`src/rtl/predrv_pkg.sv`:
```
package predrv_pkg;
  typedef struct packed {
    logic rise;
    logic fall;
    logic lvl;
  } edge_t;
endpackage

```
`src/rtl/predrv_sync.sv`:
```
module predrv_sync #(
  parameter int W = 1,
  parameter int STAGES = 2,
  parameter logic [W-1:0] RST_VAL = '0
) (
  input  logic         clk,
  input  logic         rst_n,
  input  logic [W-1:0] d,
  output logic [W-1:0] q
);
  logic [W-1:0] stg_q [STAGES];

  for (genvar s = 0; s < STAGES; s++) begin : g_stage
    always_ff @(posedge clk or negedge rst_n) begin
      if (!rst_n) stg_q[s] <= RST_VAL;
      else if (s == 0) stg_q[s] <= d;
      else stg_q[s] <= stg_q[(s == 0) ? 0 : s-1];
    end
  end

  assign q = stg_q[STAGES-1];
endmodule

```
`src/rtl/predrv_edge.sv`:
```
module predrv_edge
  import predrv_pkg::*;
#(
  parameter logic RST_VAL = 1'b0
) (
  input  logic  clk,
  input  logic  rst_n,
  input  logic  sig,
  output edge_t ev
);
  logic prev_q;

  always_ff @(posedge clk or negedge rst_n) begin
    if (!rst_n) prev_q <= RST_VAL;
    else prev_q <= sig;
  end

  always_comb begin
    ev.lvl  = sig;
    ev.rise = sig & ~prev_q;
    ev.fall = ~sig & prev_q;
  end
endmodule

```
`src/rtl/predrv_shift_core.sv`:
```
module predrv_shift_core
  import predrv_pkg::*;
#(
  parameter int NCH = 4
) (
  input  logic           clk,
  input  logic           rst_n,
  input  edge_t          cs_ev,
  input  edge_t          sclk_ev,
  input  logic           sdi_s,
  input  logic [NCH-1:0] fault_s,
  output logic           sdo,
  output logic           sdo_oe,
  output logic [NCH-1:0] cmd_q,
  output logic           fault_arm
);
  localparam int MSB = NCH - 1;

  logic [NCH-1:0] shreg_q, shreg_d, cmd_d;
  logic           sdo_q, sdo_d, oe_q, oe_d, arm_q, arm_d;
  logic           upd_en;

  assign upd_en = cs_ev.fall | cs_ev.rise | sclk_ev.rise | sclk_ev.fall;

  always_comb begin
    shreg_d = shreg_q;
    cmd_d   = cmd_q;
    sdo_d   = sdo_q;
    oe_d    = oe_q;
    arm_d   = arm_q;
    if (cs_ev.fall) begin
      shreg_d = fault_s;
      sdo_d   = fault_s[MSB];
      oe_d    = 1'b1;
      arm_d   = 1'b0;
    end else if (cs_ev.rise) begin
      cmd_d = shreg_q;
      oe_d  = 1'b0;
      arm_d = 1'b1;
    end else if (!cs_ev.lvl) begin
      if (sclk_ev.rise) shreg_d = {shreg_q[MSB-1:0], sdi_s};
      if (sclk_ev.fall) sdo_d = shreg_q[MSB];
    end
  end

  always_ff @(posedge clk or negedge rst_n) begin
    if (!rst_n) begin
      shreg_q <= '0;
      cmd_q   <= '0;
      sdo_q   <= 1'b0;
      oe_q    <= 1'b0;
      arm_q   <= 1'b1;
    end else if (upd_en) begin
      shreg_q <= shreg_d;
      cmd_q   <= cmd_d;
      sdo_q   <= sdo_d;
      oe_q    <= oe_d;
      arm_q   <= arm_d;
    end
  end

  assign sdo       = sdo_q;
  assign sdo_oe    = oe_q;
  assign fault_arm = arm_q;
endmodule

```
`src/rtl/predrv_serial_port.sv`:
```
module predrv_serial_port
  import predrv_pkg::*;
#(
  parameter int NCH = 4,
  parameter int SYNC_STAGES = 2
) (
  input  logic           clk,
  input  logic           rst_n,
  input  logic           sclk,
  input  logic           cs_n,
  input  logic           sdi,
  input  logic [NCH-1:0] fault_live,
  output logic           sdo,
  output logic           sdo_oe,
  output logic [NCH-1:0] cmd_q,
  output logic           fault_arm
);
  localparam int SW = NCH + 3;
  localparam logic [SW-1:0] SYNC_RST = {1'b1, 1'b0, 1'b0, {NCH{1'b0}}};

  logic [SW-1:0]  raw_in, sync_out;
  logic           cs_s, sclk_s, sdi_s;
  logic [NCH-1:0] fault_s;
  edge_t          cs_ev, sclk_ev;

  assign raw_in = {cs_n, sclk, sdi, fault_live};

  predrv_sync #(.W(SW), .STAGES(SYNC_STAGES), .RST_VAL(SYNC_RST)) sync_i (
    .clk(clk), .rst_n(rst_n), .d(raw_in), .q(sync_out)
  );

  assign {cs_s, sclk_s, sdi_s, fault_s} = sync_out;

  predrv_edge #(.RST_VAL(1'b1)) cs_edge_i (
    .clk(clk), .rst_n(rst_n), .sig(cs_s), .ev(cs_ev)
  );

  predrv_edge #(.RST_VAL(1'b0)) sclk_edge_i (
    .clk(clk), .rst_n(rst_n), .sig(sclk_s), .ev(sclk_ev)
  );

  predrv_shift_core #(.NCH(NCH)) core_i (
    .clk(clk), .rst_n(rst_n), .cs_ev(cs_ev), .sclk_ev(sclk_ev),
    .sdi_s(sdi_s), .fault_s(fault_s), .sdo(sdo), .sdo_oe(sdo_oe),
    .cmd_q(cmd_q), .fault_arm(fault_arm)
  );
endmodule

```
`config.mk`:
```
export PLATFORM = sky130hd
export DESIGN_NAME = predrv_serial_port
export DESIGN_NICKNAME = d
export VERILOG_FILES = /design/src/rtl/predrv_pkg.sv /design/src/rtl/predrv_sync.sv /design/src/rtl/predrv_edge.sv /design/src/rtl/predrv_shift_core.sv /design/src/rtl/predrv_serial_port.sv
export SDC_FILE = /design/constraint.sdc
export NUM_CORES = 1
export LEC_CHECK = 0
export ABC_CLOCK_PERIOD_IN_PS = 1800
export BUFFER_PORTS_ARGS = -buffer_cell sky130_fd_sc_hd__buf_4
export CORE_MARGIN = 4
export CORE_UTILIZATION = 53
export DETAILED_ROUTE_END_ITERATION = 7
export PLACE_DENSITY = 0.75
export RECOVER_POWER = 50
export SYNTH_ARGS = -nofsm -noshare
export SYNTH_HDL_FRONTEND = slang
export SYNTH_SLANG_ARGS = --single-unit
```
`constraint.sdc`:
```
create_clock -name clk -period 1.8 [get_ports clk]
set_input_delay 0.18 -clock clk [delete_from_list [all_inputs] [get_ports clk]]
set_output_delay 0.18 -clock clk [all_outputs]
set_load 0.03 [all_outputs]
```
# Word-level counts from Yosys, hierarchy flattened
# Cells that the tools add are included.
# totals
reg_bits	27
inputBits	9
output_inout_bits	7
# classes
n_eq_ne	2
n_mux	12
bitwise	12
n_reduce_logical	7
# ops
op	n
$mux W4	4
$mux W1	8
$reduce_and A4 Y1	2
$reduce_bool A2 Y1	3
$not A1 Y1	5
$and A1 B1 Y1	4
$or A1 B1 Y1	3
$reduce_and A3 Y1	1
$ne A2 B1 Y1 const B	1
$ne A2 B2 Y1 const B	1
$reduce_and A2 Y1	1

# Longest topological paths before layout
# logic_depth
depth_word	6
ltp_mapped	6
depth_no_buf	6

# Cells and area by module
# Synthesis repeated with hierarchy kept, for this count alone.
# unflattened
cells_unflattened	64
area_unflattened_um2	1011.0
# modules_own_cells
module	n_inst	cells_each	area_per_inst_um2	seq_area_each_um2
predrv_shift_core	1	35	509.2	276.5
predrv_sync	1	21	405.4	352.8
predrv_edge (cs_edge_i)	1	4	48.8	26.3
predrv_edge (sclk_edge_i)	1	4	47.5	25.0

# Worst setup path before layout
# OpenSTA, ideal clock, no wires.
# synth_timing
kind	register to register
start	reg sync_i.stg_q (netlist bit sync_i.q[6])
end	reg core_i.shreg_q[0]
t_arrival_ps	1500
t_required_ps	1675
setup_slack_ps	175
path_stages_with_launch	6
period_less_slack_ps	1625
cell_sequence	dfstp_2 > inv_1 > ha_1 > buf_2 > o211ai_4 > mux2_4
# synth_between
elab_chain_len	6
elab_cells_between_ends	11
classes_between	eq/ne (2); mux (1); bitwise (6); reduce/logical (2)
# synth_lines
element	line	text
from (decl)	predrv_sync.sv:11	logic [W-1:0] stg_q [STAGES];
from (signal, indexed assignment)	predrv_sync.sv:17	else stg_q[s] <= stg_q[(s == 0) ? 0 : s-1];
$not A1 Y1	predrv_edge.sv:21	ev.fall = ~sig & prev_q;
$and A1 B1 Y1	predrv_edge.sv:21	
$or A1 B1 Y1 (3 in series)	predrv_shift_core.sv:23	assign upd_en = cs_ev.fall | cs_ev.rise | sclk_ev.rise | sclk_ev.fall;
$reduce_and A4 Y1 (no line)	n/a	
to (signal assigned)	predrv_shift_core.sv:54	shreg_q <= shreg_d;
to (decl)	predrv_shift_core.sv:19	logic [NCH-1:0] shreg_q, shreg_d, cmd_d;
# Several ways; a longest one is shown, not always the timed one.
# A chain may end at the register's enable or synchronous reset.

# Final worst setup path
# layout_timing
start	reg sync_i.stg_q (netlist bit sync_i.q[6])
end	reg core_i.shreg_q[2]
# Same word-level chain as after synthesis.

==> reports/metrics.yaml <==
hold_viol: 0
post_cts_buffers: 0
wl_per_cell_um: 12.26
ys_warn_count: 0
synth_top_area_cell: "dfrtp_1"
rows: 15
worstHoldStart: "sync_i.stg_q[10]"
hold-worst-slack_ps: 363.5
design.core.area_um2: 1764
clk_latency_ps: 310
grt_pass1_wl_um: 2691
synth_ff_type: "dfrtp_1"
ctsResizeCount: 0
setup_viol: 0
synth-seq-cells: 27
path_clk_slew_ps: 140
grt_max_degree: 28
yosysUniqueCellTypes: 18
syn_nets: 72
drc: 0
numCtsBuffers: 3
globalRoute.totalOverflow: 0
slew_violations: 0
critPathSlowestCell: "dfstp_2"
synth.top_cell.area_share_pct: 56.72
whs_path_depth: 0
ctsHtreeMaxLevel: 1
worstMarginPinSlew_ps: 610.2
path_class: "flop to flop"
synth_edf_count: 0
cts-root-buf: "clkbuf_4"
reg2reg_from: "sync_i.q[6]"
p_leak_nw: 0.5908
hold_buffers: 8
multi_input_area_um2: 317.8
yosysMostFrequentCell: "dfrtp_1"
syn_area_um2: 1015
drt-initial-drc-count: 7
status: "finished clean"
start_util_pct: 57.52
firstDrtPassIters: 4
cp_max_fo: 8
avgSynthCellArea_um2: 16.91
dieArea_um2: 2679
antenna_found_initial: 0
cpPeakStageDelay_ps: 600
holdPathEnd: "sync_i.q[3]"
slew_headroom_pct: 59.32
via_per_inst: 4.759
synthTopCellsByArea: "dfrtp_1 57%, dfstp_2 10%, mux2_2 8.9%"
synth_commonest_cells: "23 x dfrtp_1, 8 x mux2_2, 4 x dfstp_2, 4 x mux2_4"
vias: 533
cts_tree: "done"
max_freq_ghz: 0.5874
dpl.hpwl_um: 1014
die_height_um: 51.76
stdcell_area_um2: 1269
period_minus_slack_ps: 1702
place_area_um2: 1161
io_buffers: 15
nNetsFinal: 100
ioPinCount: 16
crit_required_ps: 2020
vdd_ir_drop_max_mv: 0.7534
cts_buffer_depth: 2
drt-total-wl_um: 1373
cp-end-kind: "flop"
rr_worst_depth: 4
ys_async_sr_fraction_pct: 100.0
start_kind: "flop"
gp_congestion: 0.6664
antenna_left: 0
grt.total_usage_pct: 13.87
synthCells: 60
r2r_setup_slack_ps: 100
num-fill-cells: 129
diodes: 0
crit_path_cell_trace: "inv_1, ha_1, o211ai_4, mux2_4"
arrival_ps: 1920
die_w_um: 51.76
areaGrowthSynthToFinish_pct: 25.03
max-cap-violations: 0
r2r-end: "core_i.shreg_q[2]"
yosysSeqAreaShare_pct: 67.08
fin_tns_setup_ps: 0
skew_ps: 1.516
regArea_um2: 680.7
fin_crit_sh_pct: 94.57
numClockSinks: 27
first_global_vias: 602
hold_class: "flop to flop"
rsz0062_at_grt: "no"
p_per_area_nw_per_um2: 1165
drive_gt1_share_pct: 45.98
-- worst max-delay path by stage --
stage / startpoint / end / cells after the start
global route: sync_i.q[6] / core_i.shreg_q[0] / 4
detailed placement: sync_i.q[6] / core_i.shreg_q[0] / 4
global placement: sync_i.q[6] / core_i.shreg_q[1] / 4
floorplan: sync_i.q[6] / core_i.shreg_q[0] / 5
finish: sync_i.q[6] / core_i.shreg_q[2] / 4
CTS: sync_i.q[6] / core_i.shreg_q[0] / 4
-- cell usage in the layout, fill, tap and decap left out --
master	instances
a211oi_1	1
a21oi_4	1
a31oi_1	1
and4b_1	1
buf_4	12
clkbuf_2	1
clkbuf_4	6
clkinvlp_4	1
dfrtp_1	23
dfstp_2	4
dlygate4sd3_1	8
ha_1	3
inv_1	3
mux2_2	8
mux2_4	4
nand2_1	2
nand2b_1	2
nand3b_4	1
nor2b_4	1
nor3_1	1
o211ai_4	1
o21ai_0	2
-- flip-flops by register name, summed over array words and instances, names as in the netlist --
| register | flops |
|---|---|
| core_i.sdo_oe | 1 |
| cs_edge_i.prev_q | 1 |
| core_i.sdo | 1 |
| sync_i.stg_q | 7 |
| sclk_edge_i.prev_q | 1 |
| core_i.fault_arm | 1 |
| core_i.cmd_q | 4 |
| sync_i.q | 7 |
| core_i.shreg_q | 4 |
-- layout make-up --
cell class | instances | area share (%)
Tap cell | 25 | 2.465
Multi-Input combinational cell | 29 | 25.05
Inverter | 3 | 0.8876
Timing Repair Buffer | 24 | 15.58
Clock inverter | 1 | 0.5917
Clock buffer | 3 | 1.775
Sequential cell | 27 | 53.65
-- routing by layer --
layer	wire (um)	share of wire (%)	GRT usage, %
met3	59	4.3	3.438
met5	0	0	0
met4	17	1.2	6.550
met1	632	46	18.36
met2	664	48	21.40
-- logic make-up after synthesis --
family          Yosys count  synth area share (%)
compound gates            6                 6.043
flops                    27                 67.08
simple gates              8                 6.781
buf+inv                   4                 1.602
mux                      12                 14.80
fa+ha+maj                 3                 3.700
-- where the power goes --
group | internal (W) | switching, W
clock | 0.0000847 | 0.000169
sequential | 0.000725 | 0.0000691
combinational | 0.000221 | 0.000210
-- through the flow --
step | util [%] | power [W] | instances | setup slack [ps]
after floorplan | - | 0.001075 | 60 | 175.2
after detailed placement | 65.82 | 0.001233 | 100 | 105.4
after CTS | 72.06 | 0.001497 | 112 | 88.28
after global routing | 71.91 | 0.001573 | 112 | 20.88
after global placement | 65.82 | 0.001217 | 100 | 149.8
final | 71.91 | 0.001478 | 112 | 97.72
-- worst max-delay path, delay by kind of cell (launching register included) --
kind | cells | cell delay, ps
muxes | 1 | 330
adders and majority gates | 1 | 300
DFF | 1 | 600
buffers and inverters | 1 | 70
AOI/OAI and AO/OA | 1 | 300
Note: power is estimated with default switching activity, not from simulation.
